==> src/rtl/rv_lsu_pkg.sv <==
package rv_lsu_pkg;

    localparam int XLEN  = 32;
    localparam int NLANE = XLEN / 8;
    localparam int OFF_W = $clog2(NLANE);

    typedef enum logic [1:0] {
        MSZ_BYTE = 2'd0,
        MSZ_HALF = 2'd1,
        MSZ_WORD = 2'd2,
        MSZ_RSVD = 2'd3
    } msize_e;

    typedef enum logic [1:0] {
        ST_IDLE = 2'd0,
        ST_REQ  = 2'd1,
        ST_WAIT = 2'd2
    } lsu_state_e;

    // attributes kept while an access is outstanding
    typedef struct packed {
        logic                 is_store;
        msize_e               size;
        logic                 zext;
        logic [OFF_W-1:0]     off;
    } pend_t;

    function automatic logic is_misaligned(msize_e sz, logic [OFF_W-1:0] off);
        case (sz)
            MSZ_BYTE: return 1'b0;
            MSZ_HALF: return off[0];
            default:  return off != '0;
        endcase
    endfunction

endpackage

==> src/rtl/lsu_req_shape.sv <==
module lsu_req_shape
    import rv_lsu_pkg::*;
(
    input  msize_e             size_i,
    input  logic [OFF_W-1:0]   off_i,
    input  logic [XLEN-1:0]    wdata_i,
    output logic               misal_o,
    output logic [NLANE-1:0]   strb_o,
    output logic [XLEN-1:0]    lane_data_o
);

    assign misal_o = is_misaligned(size_i, off_i);

    for (genvar l = 0; l < NLANE; l++) begin : g_lane
        localparam logic [OFF_W-1:0] LIDX = OFF_W'(l);
        localparam int HSEL = (l % 2) * 8;

        always_comb begin
            case (size_i)
                MSZ_BYTE: begin
                    strb_o[l]             = (off_i == LIDX);
                    lane_data_o[l*8 +: 8] = wdata_i[7:0];
                end
                MSZ_HALF: begin
                    strb_o[l]             = (off_i[OFF_W-1:1] == LIDX[OFF_W-1:1]);
                    lane_data_o[l*8 +: 8] = wdata_i[HSEL +: 8];
                end
                default: begin
                    strb_o[l]             = 1'b1;
                    lane_data_o[l*8 +: 8] = wdata_i[l*8 +: 8];
                end
            endcase
        end
    end

endmodule

==> src/rtl/lsu_load_fmt.sv <==
module lsu_load_fmt
    import rv_lsu_pkg::*;
(
    input  logic [XLEN-1:0]    rdata_i,
    input  msize_e             size_i,
    input  logic               zext_i,
    input  logic [OFF_W-1:0]   off_i,
    output logic [XLEN-1:0]    result_o
);

    logic [7:0]  lanes [NLANE];
    logic [7:0]  byte_v;
    logic [15:0] half_v;

    for (genvar l = 0; l < NLANE; l++) begin : g_split
        assign lanes[l] = rdata_i[l*8 +: 8];
    end

    // lane selection first, extension afterwards
    assign byte_v = lanes[off_i];
    assign half_v = {lanes[{off_i[OFF_W-1:1], 1'b1}], lanes[{off_i[OFF_W-1:1], 1'b0}]};

    always_comb begin
        case (size_i)
            MSZ_BYTE: result_o = zext_i ? {{(XLEN-8){1'b0}}, byte_v}
                                        : {{(XLEN-8){byte_v[7]}}, byte_v};
            MSZ_HALF: result_o = zext_i ? {{(XLEN-16){1'b0}}, half_v}
                                        : {{(XLEN-16){half_v[15]}}, half_v};
            default:  result_o = rdata_i;
        endcase
    end

endmodule

==> src/rtl/rv_lsu.sv <==
module rv_lsu
    import rv_lsu_pkg::*;
#(
    parameter int AW    = 32,
    parameter int RD_W  = 5,
    parameter int AMO_W = 5
) (
    input  logic               clk,
    input  logic               rst,
    input  logic               op_valid,
    input  logic               op_is_store,
    input  logic [1:0]         op_size,
    input  logic               op_unsigned,
    input  logic [AW-1:0]      op_addr,
    input  logic [XLEN-1:0]    op_wdata,
    input  logic [RD_W-1:0]    op_rd,
    output logic               op_ready,
    output logic               busy,
    output logic               misalign_exc,
    output logic               misalign_store,
    output logic               req_valid,
    input  logic               req_ready,
    output logic [AW-1:0]      req_addr,
    output logic               req_we,
    output logic [XLEN-1:0]    req_wdata,
    output logic [NLANE-1:0]   req_strb,
    output logic [AMO_W-1:0]   req_amo,
    input  logic               rsp_valid,
    output logic               rsp_ready,
    input  logic [XLEN-1:0]    rsp_rdata,
    output logic               wb_valid,
    output logic [RD_W-1:0]    wb_rd,
    output logic [XLEN-1:0]    wb_data
);

    lsu_state_e           state_q;
    pend_t                pend_q;
    logic [RD_W-1:0]      rd_q;
    logic [AW-1:0]        addr_q;
    logic [XLEN-1:0]      wdata_q;
    logic [NLANE-1:0]     strb_q;

    msize_e               in_size;
    logic [OFF_W-1:0]     in_off;
    logic                 shape_misal;
    logic [NLANE-1:0]     shape_strb;
    logic [XLEN-1:0]      shape_data;
    logic                 idle;
    logic                 take;

    assign in_size = msize_e'(op_size);
    assign in_off  = op_addr[OFF_W-1:0];

    lsu_req_shape u_shape (
        .size_i      (in_size),
        .off_i       (in_off),
        .wdata_i     (op_wdata),
        .misal_o     (shape_misal),
        .strb_o      (shape_strb),
        .lane_data_o (shape_data)
    );

    assign idle           = (state_q == ST_IDLE);
    assign take           = idle && op_valid && !shape_misal;
    assign misalign_exc   = idle && op_valid && shape_misal;
    assign misalign_store = op_is_store;

    always_ff @(posedge clk) begin
        if (rst) begin
            state_q <= ST_IDLE;
            pend_q  <= '0;
            rd_q    <= '0;
            addr_q  <= '0;
            wdata_q <= '0;
            strb_q  <= '0;
        end else begin
            case (state_q)
                ST_IDLE: begin
                    if (take) begin
                        state_q         <= ST_REQ;
                        pend_q.is_store <= op_is_store;
                        pend_q.size     <= in_size;
                        pend_q.zext     <= op_unsigned;
                        pend_q.off      <= in_off;
                        rd_q            <= op_rd;
                        addr_q          <= {op_addr[AW-1:OFF_W], {OFF_W{1'b0}}};
                        wdata_q         <= op_is_store ? shape_data : '0;
                        strb_q          <= shape_strb;
                    end
                end
                ST_REQ: begin
                    if (req_ready) begin
                        state_q <= pend_q.is_store ? ST_IDLE : ST_WAIT;
                    end
                end
                ST_WAIT: begin
                    if (rsp_valid) begin
                        state_q <= ST_IDLE;
                    end
                end
                default: state_q <= ST_IDLE;
            endcase
        end
    end

    assign op_ready  = idle;
    assign busy      = !idle;
    assign req_valid = (state_q == ST_REQ);
    assign req_addr  = addr_q;
    assign req_we    = pend_q.is_store;
    assign req_wdata = wdata_q;
    assign req_strb  = strb_q;
    assign req_amo   = '0;
    assign rsp_ready = (state_q == ST_WAIT);
    assign wb_valid  = (state_q == ST_WAIT) && rsp_valid;
    assign wb_rd     = rd_q;

    lsu_load_fmt u_fmt (
        .rdata_i  (rsp_rdata),
        .size_i   (pend_q.size),
        .zext_i   (pend_q.zext),
        .off_i    (pend_q.off),
        .result_o (wb_data)
    );

    // an exception cycle is never followed by a bus request
    p_misal_no_req_r2: assert property (@(posedge clk) disable iff (rst)
        misalign_exc |=> !req_valid);

    // request payload held until taken
    p_req_hold_r3: assert property (@(posedge clk) disable iff (rst)
        (req_valid && !req_ready) |=> (req_valid && $stable(req_addr)
            && $stable(req_strb) && $stable(req_wdata) && $stable(req_we)));

    // mask covers one, two or four lanes
    p_strb_count_r4: assert property (@(posedge clk) disable iff (rst)
        req_valid |-> ($countones(req_strb) == 1 || $countones(req_strb) == 2
            || $countones(req_strb) == 4));

    // a taken store frees the unit with no writeback
    p_store_done_r6: assert property (@(posedge clk) disable iff (rst)
        (req_valid && req_ready && req_we) |=> (!busy && !wb_valid));

    // writeback only on a response handshake
    p_wb_on_rsp_r7: assert property (@(posedge clk) disable iff (rst)
        wb_valid |-> (rsp_valid && rsp_ready && !req_we));

    // no exception flagged while an access is in flight
    p_busy_no_exc_r11: assert property (@(posedge clk) disable iff (rst)
        busy |-> !misalign_exc);

endmodule

==> config.mk <==
export PLATFORM = sky130hd
export DESIGN_NAME = rv_lsu
export DESIGN_NICKNAME = d
export VERILOG_FILES = /design/src/rtl/rv_lsu_pkg.sv /design/src/rtl/lsu_req_shape.sv /design/src/rtl/lsu_load_fmt.sv /design/src/rtl/rv_lsu.sv
export SDC_FILE = /design/constraint.sdc
export NUM_CORES = 1
export LEC_CHECK = 0
export BUFFER_PORTS_ARGS = -buffer_cell sky130_fd_sc_hd__buf_4
export CORE_MARGIN = 10
export CORE_UTILIZATION = 51
export DETAILED_ROUTE_END_ITERATION = 7
export GPL_ROUTABILITY_DRIVEN = 0
export PLACE_DENSITY = 0.86
export SLEW_MARGIN = 20
export SYNTH_ARGS = -nofsm -noshare
export SYNTH_HDL_FRONTEND = slang
export SYNTH_HIERARCHICAL = 1
export SYNTH_SLANG_ARGS = --single-unit
==> constraint.sdc <==
create_clock -name clk -period 3 [get_ports clk]
set_input_delay 0.3 -clock clk [delete_from_list [all_inputs] [get_ports clk]]
set_output_delay 0.3 -clock clk [all_outputs]
set_load 0.05 [all_outputs]
# After elaboration in Yosys (flattened, before gate mapping)
# Index checks and enable logic that the tools add are counted.
totals:
  regBits: 79
  latch_bits: 0
  ram_bits: 0
  mem_bits_ro: 0
  in_bits: 110
  out_inout_bits: 118
  word_cells: 66
  memories: 0
op_classes:
  addsub: 0
  mul: 0
  n_div: 0
  order_cmp: 3
  n_eq_ne: 10
  n_shift: 0
  muxes: 26
  bitwise: 4
  reduce_logical: 14
op_table:
  columns: ["op", "count"]
  rows:
  - ["$mux 32", 3]
  - ["$mux 8", 8]
  - ["$pmux 32 s2", 1]
  - ["$bmux 8 s2", 3]
  - ["$pmux 8 s2", 1]
  - ["$pmux 1 s2", 5]
  - ["$ge 3x3->1 const B", 3]
  - ["$not 2->3", 3]
  - ["$eq 2x1->1 const B", 4]
  - ["$logic_not 2->1", 4]
  - ["$mux 2", 4]
  - ["$eq 2x2->1 const B", 3]
  - ["$pmux 2 s3", 1]
  - ["$logic_and 1x1->1", 4]
  - ["$ne 2x1->1 const B", 2]
  - ["$reduce_and 3->1", 1]
  - ["$logic_not 1->1", 2]
  - ["$ne 2x2->1 const B", 1]
  - ["$reduce_and 2->1", 1]
  - ["$reduce_bool 2->1", 1]
  - ["$reduce_or 2->1", 1]
  - ["$not 1->1", 1]

# Logic depth before layout (Yosys ltp)
logic_depth:
  ltp_word: 6
  depth_mapped: 8
  ltp_nobuf: 4

# Hierarchy
# The synthesis kept the hierarchy.
modules_own_cells:
  columns: ["mod", "instances", "cells_per_inst", "area_each_um2", "seq_area_each_um2"]
  rows:
  - ["rv_lsu", 1, 361, 3682.3, 1581.5]
  - ["lsu_load_fmt", 1, 93, 709.4, 0.0]
  - ["lsu_req_shape", 1, 63, 523.0, 0.0]

# Worst setup path after synthesis
# No wires, ideal clock.
synth_timing:
  kind: "register to output"
  from: "reg pend_q[1] in the netlist's numbering"
  to: "out wb_data[16]"
  t_arrival_ns: 2.028
  required_time_ns: 2.700
  path_slack_ns: 0.672
  path_stages_with_launch: 5
  n_path_buf: 1
  path_cell_list: "dfxtp_1 -> buf_6 -> mux2i_1 -> mux2_4 -> o21ai_0"
synth_between:
  elab_chain_len: 6
  word_cells_on_any_way: 11
  cone_classes: "9 x mux; 2 x bitwise"
synth_lines:
  columns: ["element", "line", "text"]
  rows:
  - ["start, declared", "rv_lsu.sv:37", "pend_t pend_q;"]
  - ["$not 2->3 (on tied branches)", "lsu_load_fmt.sv:21, lsu_load_fmt.sv:20", null]
  - ["$bmux 8 s2 (on tied branches)", "lsu_load_fmt.sv:21, lsu_load_fmt.sv:20", null]
  - ["$mux 8 (on tied branches) (2 in a row)", "lsu_load_fmt.sv:21, lsu_load_fmt.sv:20", null]
  - ["$mux 32 (on tied branches)", "lsu_load_fmt.sv:27, lsu_load_fmt.sv:25", null]
  - ["$pmux 32 s2 *", "lsu_load_fmt.sv:24", "case (size_i)"]
  - ["end, declared", "rv_lsu.sv:33", "output logic [XLEN-1:0] wb_data"]
# Mark *: on every way between the ends. The rest lies on a longest branch, timed or not. The select of a mux whose other input is x is not followed.

# Worst setup path in the final report
layout_timing:
  from: "reg pend_q[1] in the netlist's numbering"
  to: "out wb_data[1]"
# The elaborated chain is that of the path after synthesis.

==> metrics.cfg <==
[synth]
synth_adder_area_share_pct = 0
ys_ff_latch = 79
synth-xor-area-share_pct = 0
syn_inst = 517
yosysTopAreaCell = dfxtp_1
yosys.area.top_type_share_pct = 32.2
synth.avg_cell_area_um2 = 9.51
synth_mux_area_share_pct = 23.6
yosys.cell_types.count = 40
synth_top_family_by_area = simple AND/OR/NAND/NOR gates
synth_async_sr_flop_share_pct = 0
synthSimpleGateAreaFrac_pct = 26.0
synth-warning-count = 6
synth_area_um2 = 4910
synth_edf_count = 0
synth-compound-area-share_pct = 9.75
synth_flop_cell = dfxtp_1
synth_area_leaders = dfxtp_1 32%, mux2i_1 19%, nand2b_1 16%
ys_seq_area_share_pct = 32.2

[power]
p_comb_share_pct = 40.1
ir_drop_mv = 0.282
p_switching_mw = 1.28
swShare_pct = 40.4
clkPwrFrac_pct = 23.7
p_leak_nw = 2.85
seqPwrFrac_pct = 36.2
power_density_nw_per_um2 = 480
p_int_mw = 1.89

[clock_tree]
cts_sinks = 79
cts_tree = built
clockBufferDepth = 2
cts_resized = 0
cts_max_level = 3
cts_inserted_buffers = 9
hold_buffers = 0
post_cts_buffers = 0
path_clk_slew_ps = 100
clock-root-buffer = clkbuf_8
clk-insertion-delay-late_ps = 350

[layout]
nets = 811
drive_gt1_share_pct = 41.4
area_growth_pct = 34.3
antennaDiodeCount = 0
fin_cells = 835

[placed_design]
dp.cells = 819
io_buffers = 220
dp_hpwl_um = 11800

[timing]
setup_tns_ps = 0
fmax_mhz = 392
fin_skew_ps = 15.6
min_period_over_period_pct = 84.9
hold-worst-slack_ps = 205
min_period_ps = 2550
setup_violations = 0
hold_viol_final = 0
finalMaxSlewViolations = 0
slew_headroom_pct = 31.2
worst_slew_pin_slew_ps = 1030
rsz0062_at_grt = no

[global_routing]
grt_busiest_layer = met2
grt_max_degree = 157
grtUsageTotal_pct = 20.3
grt_pass1_wl_um = 23900
globalRouteMet3Util_pct = 7.43
use_met2_pct = 35.4
grt_use_met1_pct = 22.3
antenna_found_initial = 0
gr-total-overflow = 0
first_global_vias = 4482

[drt]
dr.pass1.iters = 4
post_drt_via_cell_ratio = 5.24
drc = 0
vias = 4374
drt_iter0_drc = 276
wl_per_cell_um = 18.3
postRouteAntennaNets = 0
totalWireLength_um = 15300

[floorplanning]
die_w_um = 118
start_util_pct = 52.7
rows = 35
core_um2 = 9330
die_y_um = 118
ios = 228
die-area_um2 = 14000

[setup_path]
arrival_ps = 2250
crit_path_end_kind = output port
critPathMaxFanout = 9
worstPathRequired_ps = 2700
critPathLaunchType = flip-flop
crit_type = flip-flop to output port

[job]
maxCapViolations = 0

[run_status]
status = complete, no violations

[worst_hold_path]
worstHoldPathType = primary input to flip-flop

==> power groups by stage <==
stage / Sequential, mW / Clock, mW / Combinational (mW)
after floorplan: 1.33 / 0 / 0.725
after global placement: 1.17 / 0 / 1.25
after detailed placement: 1.17 / 0 / 1.27
after CTS: 1.15 / 0.774 / 1.27
after global routing: 1.16 / 0.813 / 1.33
final: 1.15 / 0.751 / 1.27
==> metrics by stage <==
stage                     util, %  setup WS (ps)  power [mW]  cell area (um^2)
final                        70.8            452        3.17              6600
after global routing         70.8            322        3.30              6600
after detailed placement     68.8            862        2.44              6420
after floorplan                 -            672        2.06              4940
after CTS                    70.8            481        3.19              6600
after global placement       68.8            954        2.42              6420
==> cell type report <==
class	count	area, um^2
Clock buffer	9	124
Clock inverter	7	61.3
Fill cell	735	2730
Inverter	3	11.3
Multi-Input combinational cell	382	2950
Sequential cell	79	1580
Tap cell	129	161
Timing Repair Buffer	226	1710
==> state kept, by name, indices dropped and copies added (netlist names) <==
signal     flops
state_q        2
wb_rd          5
req_addr      30
req_we         1
pend_q         5
req_strb       4
req_wdata     32
==> path summary, 6_finish.rpt <==
check | start | to | slack, ps | depth (start not counted)
worst min-delay path | op_addr[16] | req_addr[16] | 210 | 3
worst max-delay path | pend_q[1] | wb_data[1] | 450 | 4
worst max register to register | state_q[1] | req_wdata[17] | 1480 | 3
worst min register to register | req_addr[2] | req_addr[2] | 480 | 2
==> cell usage after synthesis (2+ instances only) <==
master and n:
buf_4 24, o21ai_2 16, nor2b_1 3, clkbuf_1 23, o221a_2 8, mux2_2 16, buf_6 7, a22o_1 8
o21bai_1 4, dfxtp_1 79, inv_1 2, nand2_1 32, o21ai_1 2, buf_12 2, a221o_1 8, nand2b_1 123
o21ai_0 6, a21oi_1 2, buf_2 2, mux2i_1 94, nor3b_1 2, nor2_1 5, nand3b_1 32
==> worst max-delay path: stages (launching register included) <==
cell and delay, ps:
dfxtp_1 580, nor2b_1 570, nand2_2 230, o221a_2 340
buf_4 190
==> logic make-up after synthesis <==
group	Yosys count
buf+inv	62
simple gates	207
mux	112
compound gates	56
other cells	1
flops	79
==> routing by layer <==
metal / wire [um] / vias up
met5: 0 / -
met4: 377 / 0
met3: 1310 / 29
met2: 7600 / 165
met1: 6000 / 2057
li1: - / 2123
==> cells in the final DEF (no fill, tap or decap), types with 2 or more instances in the layout <==
cell type    n
dfxtp_1     79
nor2_1       5
inv_8        2
o221a_2      8
mux2i_1     94
nand3b_1    32
o21ai_2     16
nand2b_1   123
buf_4      225
inv_1        2
o21ai_0      6
o21bai_1     4
clkbuf_8     9
a21oi_1      2
conb_1       7
a22o_1       8
inv_6        2
a221o_1      8
nor3b_1      2
nand2_1     32
mux2_2      16
nor2b_1      3
o21ai_1      2
Note: power is estimated with default switching activity, not from simulation.
